==> config.mk <==
export PLATFORM = sky130hd
export DESIGN_NAME = dbg_mailbox
export DESIGN_NICKNAME = d
export VERILOG_FILES = /design/src/rtl/dbg_mbox_pkg.sv /design/src/rtl/dbg_mbox_dp.sv /design/src/rtl/dbg_mbox_ctrl.sv /design/src/rtl/dbg_mailbox.sv
export SDC_FILE = /design/constraint.sdc
export NUM_CORES = 1
export LEC_CHECK = 0
export BUFFER_PORTS_ARGS = -buffer_cell sky130_fd_sc_hd__buf_2
export CAP_MARGIN = 10
export CORE_UTILIZATION = 59
export CTS_CLUSTER_SIZE = 28
export DETAILED_ROUTE_END_ITERATION = 10
export PLACE_DENSITY = 0.95
export SYNTH_ARGS = -nofsm -noshare
export SYNTH_HDL_FRONTEND = slang
export SYNTH_SLANG_ARGS = --single-unit
==> constraint.sdc <==
create_clock -name clk -period 4.73 [get_ports clk]
set_input_delay 0.473 -clock clk [delete_from_list [all_inputs] [get_ports clk]]
set_output_delay 0.473 -clock clk [all_outputs]
set_load 0.005 [all_outputs]
==> src/rtl/dbg_mbox_pkg.sv <==
package dbg_mbox_pkg;
  localparam logic [23:0] TOK_CMD = 24'h434D44;
  localparam logic [23:0] TOK_CMP = 24'h434D50;
  localparam logic [23:0] TOK_ERR = 24'h455252;
  localparam logic [7:0] CODE_DATA = 8'h44;
  localparam logic [7:0] CODE_BANG = 8'h21;

  typedef enum logic [2:0] {
    OP_WR_ADDR = 3'd0,
    OP_WR_LEN  = 3'd1,
    OP_WR_STAT = 3'd2,
    OP_RD_ARG  = 3'd3,
    OP_RD_LEN  = 3'd4,
    OP_RD_ADDR = 3'd5
  } dbgOp_e;

  typedef enum logic [1:0] {RES_ZERO, RES_STATUS, RES_ARG, RES_LEN} resSel_e;

  typedef enum logic [1:0] {ST_IDLE, ST_ARGS, ST_T2H, ST_H2T} state_e;

  typedef struct packed {
    logic    latchCode;
    logic    holdArg;
    logic    commitData;
    logic    setT2hAddr;
    logic    setT2hLen;
    logic    setH2tAddr;
    logic    respLoad;
    logic    respErr;
    logic    respBang;
    logic    resLoad;
    resSel_e resSel;
    logic    statusBit;
  } strobe_t;
endpackage

==> src/rtl/dbg_mbox_dp.sv <==
module dbg_mbox_dp
  import dbg_mbox_pkg::*;
#(
  parameter int ADDR_W = 32,
  parameter int LEN_W  = 32
) (
  input  logic              clk,
  input  logic              rst,
  input  strobe_t           stb,
  input  logic [31:0]       hostWord,
  input  logic [31:0]       dbgArg,
  output logic [7:0]        curCode,
  output logic [31:0]       dbgResult,
  output logic [31:0]       respWord,
  output logic [ADDR_W-1:0] t2hAddr,
  output logic [LEN_W-1:0]  t2hLen,
  output logic [ADDR_W-1:0] h2tAddr,
  output logic [LEN_W-1:0]  h2tLen
);
  logic [7:0]        codeQ;
  logic [31:0]       argHoldQ, dArgQ, resQ, respQ;
  logic [LEN_W-1:0]  dLenQ, t2hLenQ;
  logic [ADDR_W-1:0] t2hAddrQ, h2tAddrQ;

  always_ff @(posedge clk) begin
    if (rst) begin
      codeQ    <= '0;
      argHoldQ <= '0;
      dArgQ    <= '0;
      dLenQ    <= '0;
      t2hAddrQ <= '0;
      t2hLenQ  <= '0;
      h2tAddrQ <= '0;
      resQ     <= '0;
      respQ    <= '0;
    end else begin
      if (stb.latchCode) codeQ <= hostWord[7:0];
      if (stb.holdArg) argHoldQ <= hostWord;
      if (stb.commitData) begin
        dArgQ <= argHoldQ;
        dLenQ <= hostWord[LEN_W-1:0];
      end
      if (stb.setT2hAddr) t2hAddrQ <= dbgArg[ADDR_W-1:0];
      if (stb.setT2hLen) t2hLenQ <= dbgArg[LEN_W-1:0];
      if (stb.setH2tAddr) h2tAddrQ <= dbgArg[ADDR_W-1:0];
      if (stb.resLoad) begin
        case (stb.resSel)
          RES_STATUS: resQ <= {31'd0, stb.statusBit};
          RES_ARG:    resQ <= dArgQ;
          RES_LEN:    resQ <= 32'(dLenQ);
          default:    resQ <= '0;
        endcase
      end
      if (stb.respLoad)
        respQ <= {stb.respErr ? TOK_ERR : TOK_CMP, stb.respBang ? CODE_BANG : codeQ};
    end
  end

  assign curCode   = codeQ;
  assign dbgResult = resQ;
  assign respWord  = respQ;
  assign t2hAddr   = t2hAddrQ;
  assign t2hLen    = t2hLenQ;
  assign h2tAddr   = h2tAddrQ;
  assign h2tLen    = dLenQ;
endmodule

==> src/rtl/dbg_mbox_ctrl.sv <==
module dbg_mbox_ctrl
  import dbg_mbox_pkg::*;
(
  input  logic        clk,
  input  logic        rst,
  input  logic        hostValid,
  input  logic [23:0] hostTok,
  input  logic        dbgReq,
  input  logic [2:0]  dbgOp,
  input  logic        dmaBusy,
  input  logic [7:0]  curCode,
  output logic        hostPop,
  output strobe_t     stb,
  output logic        dbgAck,
  output logic        dbgErr,
  output logic        respValid,
  output logic        hostWaiting,
  output logic        dmaStart,
  output logic        dmaDir
);
  state_e stateQ, stateD;
  logic argCntQ, argCntD, pendQ, pendD, readyQ, readyD, waitQ, waitD;
  logic launchQ, launchD, startQ, startD, dirQ, dirD, ackQ, ackD, errQ, errD;
  logic respQ, respD, busyQ, busyFall;

  assign busyFall = busyQ & ~dmaBusy;

  always_comb begin
    stb = '0;
    stateD = stateQ; argCntD = argCntQ; pendD = pendQ; readyD = readyQ;
    waitD = waitQ; launchD = launchQ; dirD = dirQ;
    startD = 1'b0; ackD = 1'b0; errD = 1'b0; respD = 1'b0; hostPop = 1'b0;

    if (dbgReq) begin
      ackD = 1'b1;
      stb.resLoad = 1'b1;
      stb.resSel = RES_ZERO;
      case (dbgOp_e'(dbgOp))
        OP_WR_ADDR: if (pendQ) errD = 1'b1; else stb.setT2hAddr = 1'b1;
        OP_WR_LEN: begin
          if (pendQ) errD = 1'b1;
          else begin
            stb.setT2hLen = 1'b1;
            pendD = 1'b1;
          end
        end
        OP_WR_STAT: begin
          stb.resSel = RES_STATUS;
          stb.statusBit = pendQ;
        end
        OP_RD_ARG: stb.resSel = RES_ARG;
        OP_RD_LEN: stb.resSel = RES_LEN;
        OP_RD_ADDR: begin
          if (readyQ) errD = 1'b1;
          else begin
            stb.setH2tAddr = 1'b1;
            readyD = 1'b1;
            waitD = 1'b0;
          end
        end
        default: errD = 1'b1;
      endcase
    end

    case (stateQ)
      ST_IDLE: begin
        if (hostValid) begin
          hostPop = 1'b1;
          if (hostTok == TOK_CMD) begin
            stb.latchCode = 1'b1;
            argCntD = 1'b0;
            stateD = ST_ARGS;
          end else begin
            respD = 1'b1;
            stb.respLoad = 1'b1;
            stb.respErr = 1'b1;
            stb.respBang = 1'b1;
          end
        end else if (pendQ && !dmaBusy) begin
          startD = 1'b1;
          dirD = 1'b1;
          stateD = ST_T2H;
        end
      end
      ST_ARGS: begin
        if (hostValid) begin
          hostPop = 1'b1;
          if (!argCntQ) begin
            stb.holdArg = 1'b1;
            argCntD = 1'b1;
          end else if (curCode == CODE_DATA) begin
            stb.commitData = 1'b1;
            waitD = 1'b1;
            stateD = ST_H2T;
          end else begin
            respD = 1'b1;
            stb.respLoad = 1'b1;
            stb.respErr = 1'b1;
            stateD = ST_IDLE;
          end
        end
      end
      ST_T2H: begin
        if (busyFall) begin
          pendD = 1'b0;
          stateD = ST_IDLE;
        end
      end
      default: begin
        if (!launchQ) begin
          if (readyQ && !dmaBusy) begin
            startD = 1'b1;
            dirD = 1'b0;
            launchD = 1'b1;
          end
        end else if (busyFall) begin
          readyD = 1'b0;
          launchD = 1'b0;
          respD = 1'b1;
          stb.respLoad = 1'b1;
          stateD = ST_IDLE;
        end
      end
    endcase
  end

  always_ff @(posedge clk) begin
    if (rst) begin
      stateQ <= ST_IDLE; argCntQ <= 1'b0; pendQ <= 1'b0; readyQ <= 1'b0;
      waitQ <= 1'b0; launchQ <= 1'b0; startQ <= 1'b0; dirQ <= 1'b0;
      ackQ <= 1'b0; errQ <= 1'b0; respQ <= 1'b0; busyQ <= 1'b0;
    end else begin
      stateQ <= stateD; argCntQ <= argCntD; pendQ <= pendD; readyQ <= readyD;
      waitQ <= waitD; launchQ <= launchD; startQ <= startD; dirQ <= dirD;
      ackQ <= ackD; errQ <= errD; respQ <= respD; busyQ <= dmaBusy;
    end
  end

  assign dbgAck      = ackQ;
  assign dbgErr      = errQ;
  assign respValid   = respQ;
  assign hostWaiting = waitQ;
  assign dmaStart    = startQ;
  assign dmaDir      = dirQ;

  AST_ACK_NEXT: assert property (@(posedge clk) disable iff (rst)
    dbgReq |=> ackQ);
  AST_LEN_REFUSED: assert property (@(posedge clk) disable iff (rst)
    (dbgReq && pendQ && dbgOp == 3'd1) |=> errQ);
  AST_START_SINGLE: assert property (@(posedge clk) disable iff (rst)
    startQ |=> !startQ);
  AST_START_NOT_BUSY: assert property (@(posedge clk) disable iff (rst)
    startQ |-> $past(!dmaBusy));
  AST_READY_DROP: assert property (@(posedge clk) disable iff (rst)
    $fell(readyQ) |-> $past(stateQ) == ST_H2T);
  AST_PEND_HOLD: assert property (@(posedge clk) disable iff (rst)
    $fell(pendQ) |-> $past(stateQ) == ST_T2H);
endmodule

==> src/rtl/dbg_mailbox.sv <==
module dbg_mailbox
  import dbg_mbox_pkg::*;
#(
  parameter int ADDR_W = 32,
  parameter int LEN_W  = 32
) (
  input  logic              clk,
  input  logic              rst,
  input  logic              hostValid,
  input  logic [31:0]       hostWord,
  output logic              hostPop,
  output logic              respValid,
  output logic [31:0]       respWord,
  input  logic              dbgReq,
  input  logic [2:0]        dbgOp,
  input  logic [31:0]       dbgArg,
  output logic              dbgAck,
  output logic [31:0]       dbgResult,
  output logic              dbgErr,
  output logic              hostWaiting,
  output logic              dmaStart,
  output logic              dmaDir,
  output logic [ADDR_W-1:0] dmaAddr,
  output logic [LEN_W-1:0]  dmaLen,
  input  logic              dmaBusy
);
  strobe_t           stb;
  logic [7:0]        curCode;
  logic [ADDR_W-1:0] t2hAddr, h2tAddr;
  logic [LEN_W-1:0]  t2hLen, h2tLen;

  dbg_mbox_ctrl ctrl (
    .clk(clk), .rst(rst), .hostValid(hostValid), .hostTok(hostWord[31:8]),
    .dbgReq(dbgReq), .dbgOp(dbgOp), .dmaBusy(dmaBusy), .curCode(curCode),
    .hostPop(hostPop), .stb(stb), .dbgAck(dbgAck), .dbgErr(dbgErr),
    .respValid(respValid), .hostWaiting(hostWaiting), .dmaStart(dmaStart),
    .dmaDir(dmaDir)
  );

  dbg_mbox_dp #(.ADDR_W(ADDR_W), .LEN_W(LEN_W)) dp (
    .clk(clk), .rst(rst), .stb(stb), .hostWord(hostWord), .dbgArg(dbgArg),
    .curCode(curCode), .dbgResult(dbgResult), .respWord(respWord),
    .t2hAddr(t2hAddr), .t2hLen(t2hLen), .h2tAddr(h2tAddr), .h2tLen(h2tLen)
  );

  assign dmaAddr = dmaDir ? t2hAddr : h2tAddr;
  assign dmaLen  = dmaDir ? t2hLen : h2tLen;
endmodule

==> impl_metrics.tcl, run 1 <==
set metrics [dict create \
    status "completed" \
    via_per_inst 5.93 \
    finalWirelength_um 28900 \
    critPathKind "flop to output port" \
    final-instance-count-excl-fill 1590 \
    routed-via-count 9429 \
    htreeDepth 1 \
    firstDrtPassIters 9 \
    grt_first_pass_wirelength_um 44200 \
    switching_share 0.233 \
    power_frac_clock 0.458 \
    ys.flop_type "dfxtp_1" \
    power_density_nw_per_um2 418 \
    power_frac_comb 0.092 \
    dp.cells 1543 \
    clkSinkCount 256 \
    synth.distinct_cells 45 \
    clock.fmax_mhz 328 \
    critPathLaunchType "flop" \
    clk_pin_slew_worst_paths_ns 0.07 \
    dr.first_iter.drc_count 1032 \
    reg2reg_from "ctrl.stateQ[0]" \
    final_hold_viol_count 0 \
    hp-class "input port to flop" \
    ys_warn_count 0 \
    worstMarginPinSlew_ns 1.13 \
    die_area_um2 17800 \
    drive_gt1_frac 0.246 \
    cp-startpoint "ctrl.dmaDir" \
    core_area_um2 16700 \
    crit_required_ns 4.26 \
    p_int_w 0.00388 \
    antenna_found_initial 1 \
    synth_top_area_share 0.503 \
    grt_max_degree 130 \
    nets 1428 \
    die_h_um 133 \
    peakVddDrop_mv 0.373 \
    drv_slew 0 \
    synth_seq_cells 256 \
    cts_buffers 25 \
    insertion_delay_ns 0.51 \
    place_worst_setup_slack_ns 2.17 \
    ys_seq_area_frac 0.503 \
    setup_viol_count_final 0 \
    routedWlPerCell_um 18.2 \
    rows 47 \
    grt.total_usage 0.311 \
    hpwl_um 18600 \
    min_from "dbgArg[20]" \
    first_global_vias 8827 \
    portBuffers 195 \
    p_sw_w 0.00118 \
    maxCapViolCount 0 \
    setup_tns_ns 0 \
    synth-edff-count 0 \
    root_buffer "clkbuf_16" \
    die_x_um 133 \
    clock_skew_ns 0.00829 \
    endpoint_kind "output port" \
    antennaDiodeCount 0 \
    clock_path_buffers 3 \
    synth_top_cell_by_area "dfxtp_1" \
    async_flop_share 0 \
    ctsResizeCount 0 \
    max_slew_margin 0.244 \
    cts_tree "built" \
    design_area_um2 12100 \
    fin_crit_sh 0.645 \
    netlist_area_um2 10200 \
    synthTopCellsByArea "dfxtp_1, nand2_1, a21oi_1" \
    cp.arrival_ns 2.58 \
    syn_to_final_growth_pct 18.7 \
    avgSynthCellArea_um2 8.38 \
    path_max_fanout 45 \
    synthCells 1217 \
    start_util 0.611 \
    antenna_left 0 \
    p_leak_nw 4.78 \
    period_needed_ns 3.05 \
    p_seq_frac 0.450 \
    routabilityCongestion 0.924 \
    route.detailed.drc 0 \
    cts_hold_repair.buffers 0 \
    rsz0062_at_grt "false" \
    cts_setup_buffers 0 \
    mostFrequentLayoutCells "nand2_1, dfxtp_1, a21oi_1, buf_2, mux2_2" \
    final_common_cell "nand2_1" \
    io_pins 207 \
    grt_overflow 0 \
    place_area_um2 11100 \
    setup_ws_ns 1.68 \
]
[registers in the layout, summed over array words and instances (netlist names), 2 cells and up]
name and count:
dp.curCode 8, dp.dbgResult 32, ctrl.stateQ 2, dp.dArgQ 32, dp.t2hAddr 32, dp.argHoldQ 32
dp.respWord 11, dp.h2tLen 32, dp.t2hLen 32, dp.h2tAddr 32
[power by group through the flow]
stage	combinational, W	clock, W	sequential [W]
3_3_place_gp	0.000435	0	0.00232
3_5_place_dp	0.000450	0	0.00232
4_1_cts	0.000453	0.00233	0.00227
2_1_floorplan	0.000331	0	0.00230
6_report	0.000464	0.00232	0.00228
5_1_grt	0.000500	0.00242	0.00228
[final timing paths]
| check | to | slack [ns] | cells after the start |
|---|---|---|---|
| worst max register to register | dp.h2tLen[20] | 2.21 | 6 |
| worst max-delay path | dmaLen[29] | 1.68 | 3 |
| worst min-delay path | dp.t2hLen[20] | 0.22 | 3 |
| worst min register to register | dp.t2hAddr[17] | 0.45 | 2 |
[final cells by class]
type,instances,area [um^2]
clock inverters,14,280
multi-input cells,854,4600
fillers,1199,4590
well taps,220,275
inverters,7,26.3
clock buffers,32,702
repair buffers,207,1090
flip-flops and latches,256,5130
[layer usage]
metal	GRT usage	share of wire
met1	0.376	0.36
met2	0.514	0.48
met3	0.0548	0.094
met4	0.191	0.063
met5	0	0.00055
[logic make-up (layout without fill, tap and decap cells)]
group                      after synthesis  after routing  share of synthesized area
and+or+nand+nor                        496            496                      0.202
AOI/OAI and AO/OA                      268            268                      0.155
DFF                                    256            256                      0.503
buffers and inverters                  117            260                     0.0530
muxes                                   74             74                     0.0805
adders and majority gates                5              5                    0.00614
other                                    1             11                   0.000368
[stage by stage]
stage	hold slack [ns]	util	total power (W)
final	0.222	0.725	0.00506
after global routing	0.208	0.725	0.00521
after CTS	0.209	0.724	0.00506
after detailed placement	0.445	0.665	0.00277
after global placement	0.436	0.665	0.00275
after floorplan	0.432	-	0.00263
[critical path, stage by stage (launching register included)]
cell and delay, ns:
dfxtp_2 1.08, buf_4 0.44, mux2_2 0.39, buf_2 0.14
[synth_stat cells (all sizes together) (3+ instances only)]
master / count
a21oi: 206
a222oi: 31
a311oi: 4
buf: 37
clkbuf: 73
dfxtp: 256
ha: 5
inv: 7
mux2: 64
mux2i: 10
nand2: 397
nand2b: 3
nand3: 17
nor2: 55
nor2b: 3
nor3: 6
nor4b: 5
o21a: 4
o21ai: 6
Power figures use the tool's default switching activity.
==> run 2: changes to the inputs <==
--- a/config.mk
+++ b/config.mk
@@ -7,10 +7,10 @@
 export LEC_CHECK = 0
 export BUFFER_PORTS_ARGS = -buffer_cell sky130_fd_sc_hd__buf_2
 export CAP_MARGIN = 10
-export CORE_UTILIZATION = 59
+export CORE_UTILIZATION = 49
 export CTS_CLUSTER_SIZE = 28
 export DETAILED_ROUTE_END_ITERATION = 10
-export PLACE_DENSITY = 0.95
+export PLACE_DENSITY = 0.87
 export SYNTH_ARGS = -nofsm -noshare
 export SYNTH_HDL_FRONTEND = slang
 export SYNTH_SLANG_ARGS = --single-unit
==> constraint.sdc (replaced) <==
create_clock -name clk -period 2.5 [get_ports clk]
set_input_delay 0.25 -clock clk [delete_from_list [all_inputs] [get_ports clk]]
set_output_delay 0.25 -clock clk [all_outputs]
set_load 0.005 [all_outputs]
==> impl_metrics.tcl, run 2 (synthesized netlist as in run 1, its figures left out) <==
set metrics [dict create \
    status "completed" \
    start_util 0.502 \
    nets 1478 \
    rows 52 \
    period_needed_ns 2.23 \
    p_leak_nw 4.93 \
    die_x_um 146 \
    cp-startpoint "ctrl.dmaDir" \
    die_h_um 146 \
    clock_skew_ns 0.00823 \
    worstMarginPinSlew_ns 0.735 \
    insertion_delay_ns 0.52 \
    syn_to_final_growth_pct 22.8 \
    drv_slew 0 \
    peakVddDrop_mv 0.472 \
    cts_hold_repair.buffers 43 \
    total_power_w 0.00898 \
    crit_family "flip-flops" \
    fin_crit_sh 0.892 \
    grt_overflow 0 \
    critPathKind "flop to output port" \
    core_area_um2 20300 \
    route.detailed.drc 0 \
    grt_max_degree 87 \
    grt_first_pass_wirelength_um 45500 \
    ctsResizeCount 0 \
    portBuffers 195 \
    drive_gt1_frac 0.240 \
    reg2reg_from "ctrl.stateQ[0]" \
    root_buffer "clkbuf_16" \
    final_common_cell "nand2_1" \
    clkSinkCount 256 \
    clock.fmax_mhz 448 \
    routedWlPerCell_um 17.1 \
    routabilityCongestion 0.836 \
    antenna_found_initial 0 \
    setup_tns_ns 0 \
    antenna_left 0 \
    final_hold_viol_count 0 \
    first_global_vias 8867 \
    crit_buf_inv 2 \
    rsz0062_at_grt "false" \
    slowest_stage "dfxtp_2" \
    cts_tree "built" \
    path_max_fanout 55 \
    htreeDepth 1 \
    cp.arrival_ns 1.98 \
    hpwl_um 18800 \
    crit_path_cell_trace "buf_12, mux2_2, buf_2" \
    design_area_um2 12500 \
    critPathLaunchType "flop" \
    die_area_um2 21400 \
    setup_viol_count_final 0 \
    dr.first_iter.drc_count 823 \
    clock_path_buffers 3 \
    mostFrequentLayoutCells "nand2_1, dfxtp_1, a21oi_1, buf_2, mux2_2" \
    min_from "hostWord[7]" \
    crit_required_ns 2.25 \
    maxCapViolCount 0 \
    via_per_inst 5.54 \
    antennaDiodeCount 0 \
    max_stage_delay_ns 0.55 \
    endpoint_kind "output port" \
    grt.total_usage 0.263 \
    power_density_nw_per_um2 717 \
    place_area_um2 11300 \
    max_slew_margin 0.510 \
    hp-class "input port to flop" \
    cts_buffers 25 \
    io_pins 207 \
    finalWirelength_um 28800 \
    firstDrtPassIters 7 \
    clk_pin_slew_worst_paths_ns 0.07 \
    routed-via-count 9360 \
    cts_setup_buffers 0 \
]
run 2: cell count changes in the layout (fill, tap and decap cells not counted), moves of 3 or more:
cell	before	now
bufinv_16	8	2
buf_12	1	5
clkbuf_1	2	5
clkinv_2	3	8
buf_4	10	14
dlygate4sd3_1	0	43
run 2: area by class of cell:
type / instances / area [um^2]
clock buffer: 34 / 699
clock inverter: 12 / 116
fill: 1661 / 7780
inverter: 7 / 26.3
multi-input combinational: 854 / 4600
sequential: 256 / 5130
tap: 270 / 338
timing repair buffer: 257 / 1620
run 2: where the power goes:
group | switching [W] | internal, W | total, W
Sequential | 0.0000844 | 0.00420 | 0.00428
Clock | 0.00157 | 0.00217 | 0.00374
Combinational | 0.000576 | 0.000382 | 0.000958
Total | 0.00223 | 0.00675 | 0.00898
run 2: stage by stage:
step | hold slack, ns | setup WS, ns | util | instances
floorplan | 0.386 | 0.771 | - | 1227
global placement | 0.435 | 0.571 | 0.556 | 1601
detailed placement | 0.446 | 0.510 | 0.556 | 1601
CTS | 0.00125 | 0.269 | 0.617 | 1690
global route | 0.00759 | 0.206 | 0.617 | 1690
finish | 0.0144 | 0.270 | 0.617 | 1690
run 2: worst paths after layout:
path / endpoint / slack [ns] / cells after the start
worst min-delay path: dp.h2tLen[7] / 0.01 / 3
worst min register to register: dp.dArgQ[15] / 0.45 / 2
worst max register to register: dp.respWord[5] / 0.47 / 6
worst max-delay path: dmaAddr[31] / 0.27 / 3
run 2: tightest hold or removal path, delay by kind of cell:
family	cells	cell delay (ns)
AO/OA/AOI/OAI	1	0.05
AND/OR/NAND/NOR	1	0.06
buffers and inverters	1	0.13
run 2: routing by layer:
layer / up-vias / track usage / share of wire
met2: 405 / 0.434 / 0.47
met4: 0 / 0.138 / 0.053
met3: 96 / 0.0331 / 0.076
met1: 4409 / 0.337 / 0.40
met5: - / 0 / 0
li1: 4450 / - / -
==> run 3: changes to the inputs <==
--- a/config.mk
+++ b/config.mk
@@ -10,7 +10,7 @@
 export CORE_UTILIZATION = 49
 export CTS_CLUSTER_SIZE = 28
 export DETAILED_ROUTE_END_ITERATION = 10
-export PLACE_DENSITY = 0.87
+export PLACE_DENSITY = 0.75
 export SYNTH_ARGS = -nofsm -noshare
 export SYNTH_HDL_FRONTEND = slang
 export SYNTH_SLANG_ARGS = --single-unit
==> constraint.sdc (replaced) <==
create_clock -name clk -period 2 [get_ports clk]
set_input_delay 0.2 -clock clk [delete_from_list [all_inputs] [get_ports clk]]
set_output_delay 0.2 -clock clk [all_outputs]
set_load 0.005 [all_outputs]
==> impl_metrics.tcl, run 3 (synthesized netlist as in run 1, its figures left out) <==
set metrics [dict create \
    clock.fmax_mhz 526 \
    grt_overflow 0 \
    first_global_vias 8653 \
    final_common_cell "nand2_1" \
    grt_first_pass_wirelength_um 44700 \
    drv_slew 0 \
    clk_pin_slew_worst_paths_ns 0.06 \
    p_seq_frac 0.465 \
    clock_skew_ns 0.00904 \
    critPathLaunchType "flop" \
    peakVddDrop_mv 0.740 \
    firstDrtPassIters 5 \
    multi_input_comb_area_um2 4600 \
    die_area_um2 21400 \
    cts_buffers 26 \
    htreeDepth 1 \
    insertion_delay_ns 0.53 \
    io_pins 207 \
    syn_to_final_growth_pct 26.9 \
    design_area_um2 12900 \
    routabilityCongestion 0.807 \
    rsz0062_at_grt "false" \
    period_needed_ns 1.90 \
    root_buffer "clkbuf_16" \
    portBuffers 195 \
    via_per_inst 5.36 \
    routed-via-count 9215 \
    drive_gt1_frac 0.241 \
    clock_path_buffers 3 \
    crit_family "flip-flops" \
    antenna_left 0 \
    num-fill-cells 1712 \
    endpoint_kind "output port" \
    antenna_found_initial 1 \
    p_sw_w 0.00286 \
    fin_util 0.637 \
    crit_path_cell_trace "buf_12, mux2_2, buf_2" \
    maxCapViolCount 0 \
    grt.total_usage 0.258 \
    setup_tns_ns 0 \
    hp-class "input port to flop" \
    grt_max_degree 96 \
    finalWirelength_um 28400 \
    cp.arrival_ns 1.70 \
    hold_slack_ns 0.0266 \
    path_max_fanout 33 \
    mostFrequentLayoutCells "nand2_1, dfxtp_1, a21oi_1, buf_2, dlygate4sd3_1" \
    place_area_um2 11400 \
    status "completed" \
    slowest_stage "dfxtp_4" \
    p_leak_nw 5.10 \
    fin_crit_sh 0.951 \
    critPathKind "flop to output port" \
    switching_share 0.248 \
    rows 52 \
    route.detailed.drc 0 \
    max_stage_delay_ns 0.42 \
    p_int_w 0.00865 \
    final_hold_viol_count 0 \
    power_frac_comb 0.115 \
    cts_tree "built" \
    crit_buf_inv 2 \
    dr.first_iter.drc_count 714 \
    seq_area_um2 5130 \
    hpwl_um 18400 \
    power_density_nw_per_um2 890 \
    routedWlPerCell_um 16.5 \
    clkSinkCount 256 \
    power_frac_clock 0.420 \
    setup_viol_count_final 0 \
    die_x_um 146 \
    crit_required_ns 1.80 \
    core_area_um2 20300 \
    nets 1509 \
    die_h_um 146 \
    start_util 0.502 \
]
==> run 3: cell count changes in the layout (fill, tap and decap cells not counted), sizes merged <==
cell,change
diode,+1
clkinv,-3
clkbuf,+2
dlygate4sd3,+22
buf,+8
==> run 3: metal layers <==
metal | wire length, um | up-vias | track usage
met3 | 1440 | 53 | 0.0309
li1 | - | 4524 | -
met5 | 0 | - | 0
met2 | 14000 | 298 | 0.443
met4 | 709 | 0 | 0.0766
met1 | 12200 | 4340 | 0.339
==> run 3: area by class of cell <==
type                            instances  share of cell area
Clock buffer                           36              0.0571
Inverter                                7             0.00203
Multi-Input combinational cell        854               0.356
Sequential cell                       256               0.396
Tap cell                              270              0.0261
Antenna cell                            1            0.000193
Clock inverter                          9             0.00899
Timing Repair Buffer                  287               0.153
==> run 3: path summary, 6_finish.rpt <==
check                 startpoint       endpoint  slack (ns)  depth (start not counted)
setup / recovery     ctrl.dmaDir    dmaAddr[14]         0.1                          3
hold / removal               rst  dp.curCode[2]        0.03                          2
setup reg to reg  ctrl.stateQ[0]   dp.dArgQ[25]        0.13                          6
hold reg to reg    dp.h2tAddr[0]  dp.h2tAddr[0]        0.45                          2
==> run 3: worst reg2reg max path, stage by stage (launching register included) <==
cell,delay [ns]
dfxtp_1,0.43
ha_2,0.32
nand3_1,0.20
or2_2,0.37
buf_12,0.21
nand2_1,0.14
a21oi_1,0.07
==> run 3: per-stage QoR <==
| stage | total power [W] | setup slack [ns] | instances |
|---|---|---|---|
| 2_1_floorplan | 0.00622 | 0.271 | 1227 |
| 3_3_place_gp | 0.00663 | 0.149 | 1607 |
| 3_5_place_dp | 0.00665 | 0.0942 | 1607 |
| 4_1_cts | 0.0116 | 0.0847 | 1719 |
| 5_1_grt | 0.0119 | 0.0104 | 1720 |
| 6_report | 0.0115 | 0.0984 | 1720 |
==> run 3: timing repair <==
item,4_1_cts,5_1_grt
gates resized for setup,0,1
gates cloned,0,0
hold buffers,65,0
setup buffers,2,0
endpoints found under the setup margin,33,64
endpoints found under the hold margin,169,0
==> run 3: power by group through the flow <==
stage / combinational (W) / clock (W) / sequential [W]
after floorplan: 0.000784 / 0 / 0.00544
after global placement: 0.00116 / 0 / 0.00546
after detailed placement: 0.00118 / 0 / 0.00547
after CTS: 0.00130 / 0.00490 / 0.00535
after global routing: 0.00144 / 0.00511 / 0.00537
final: 0.00132 / 0.00484 / 0.00535
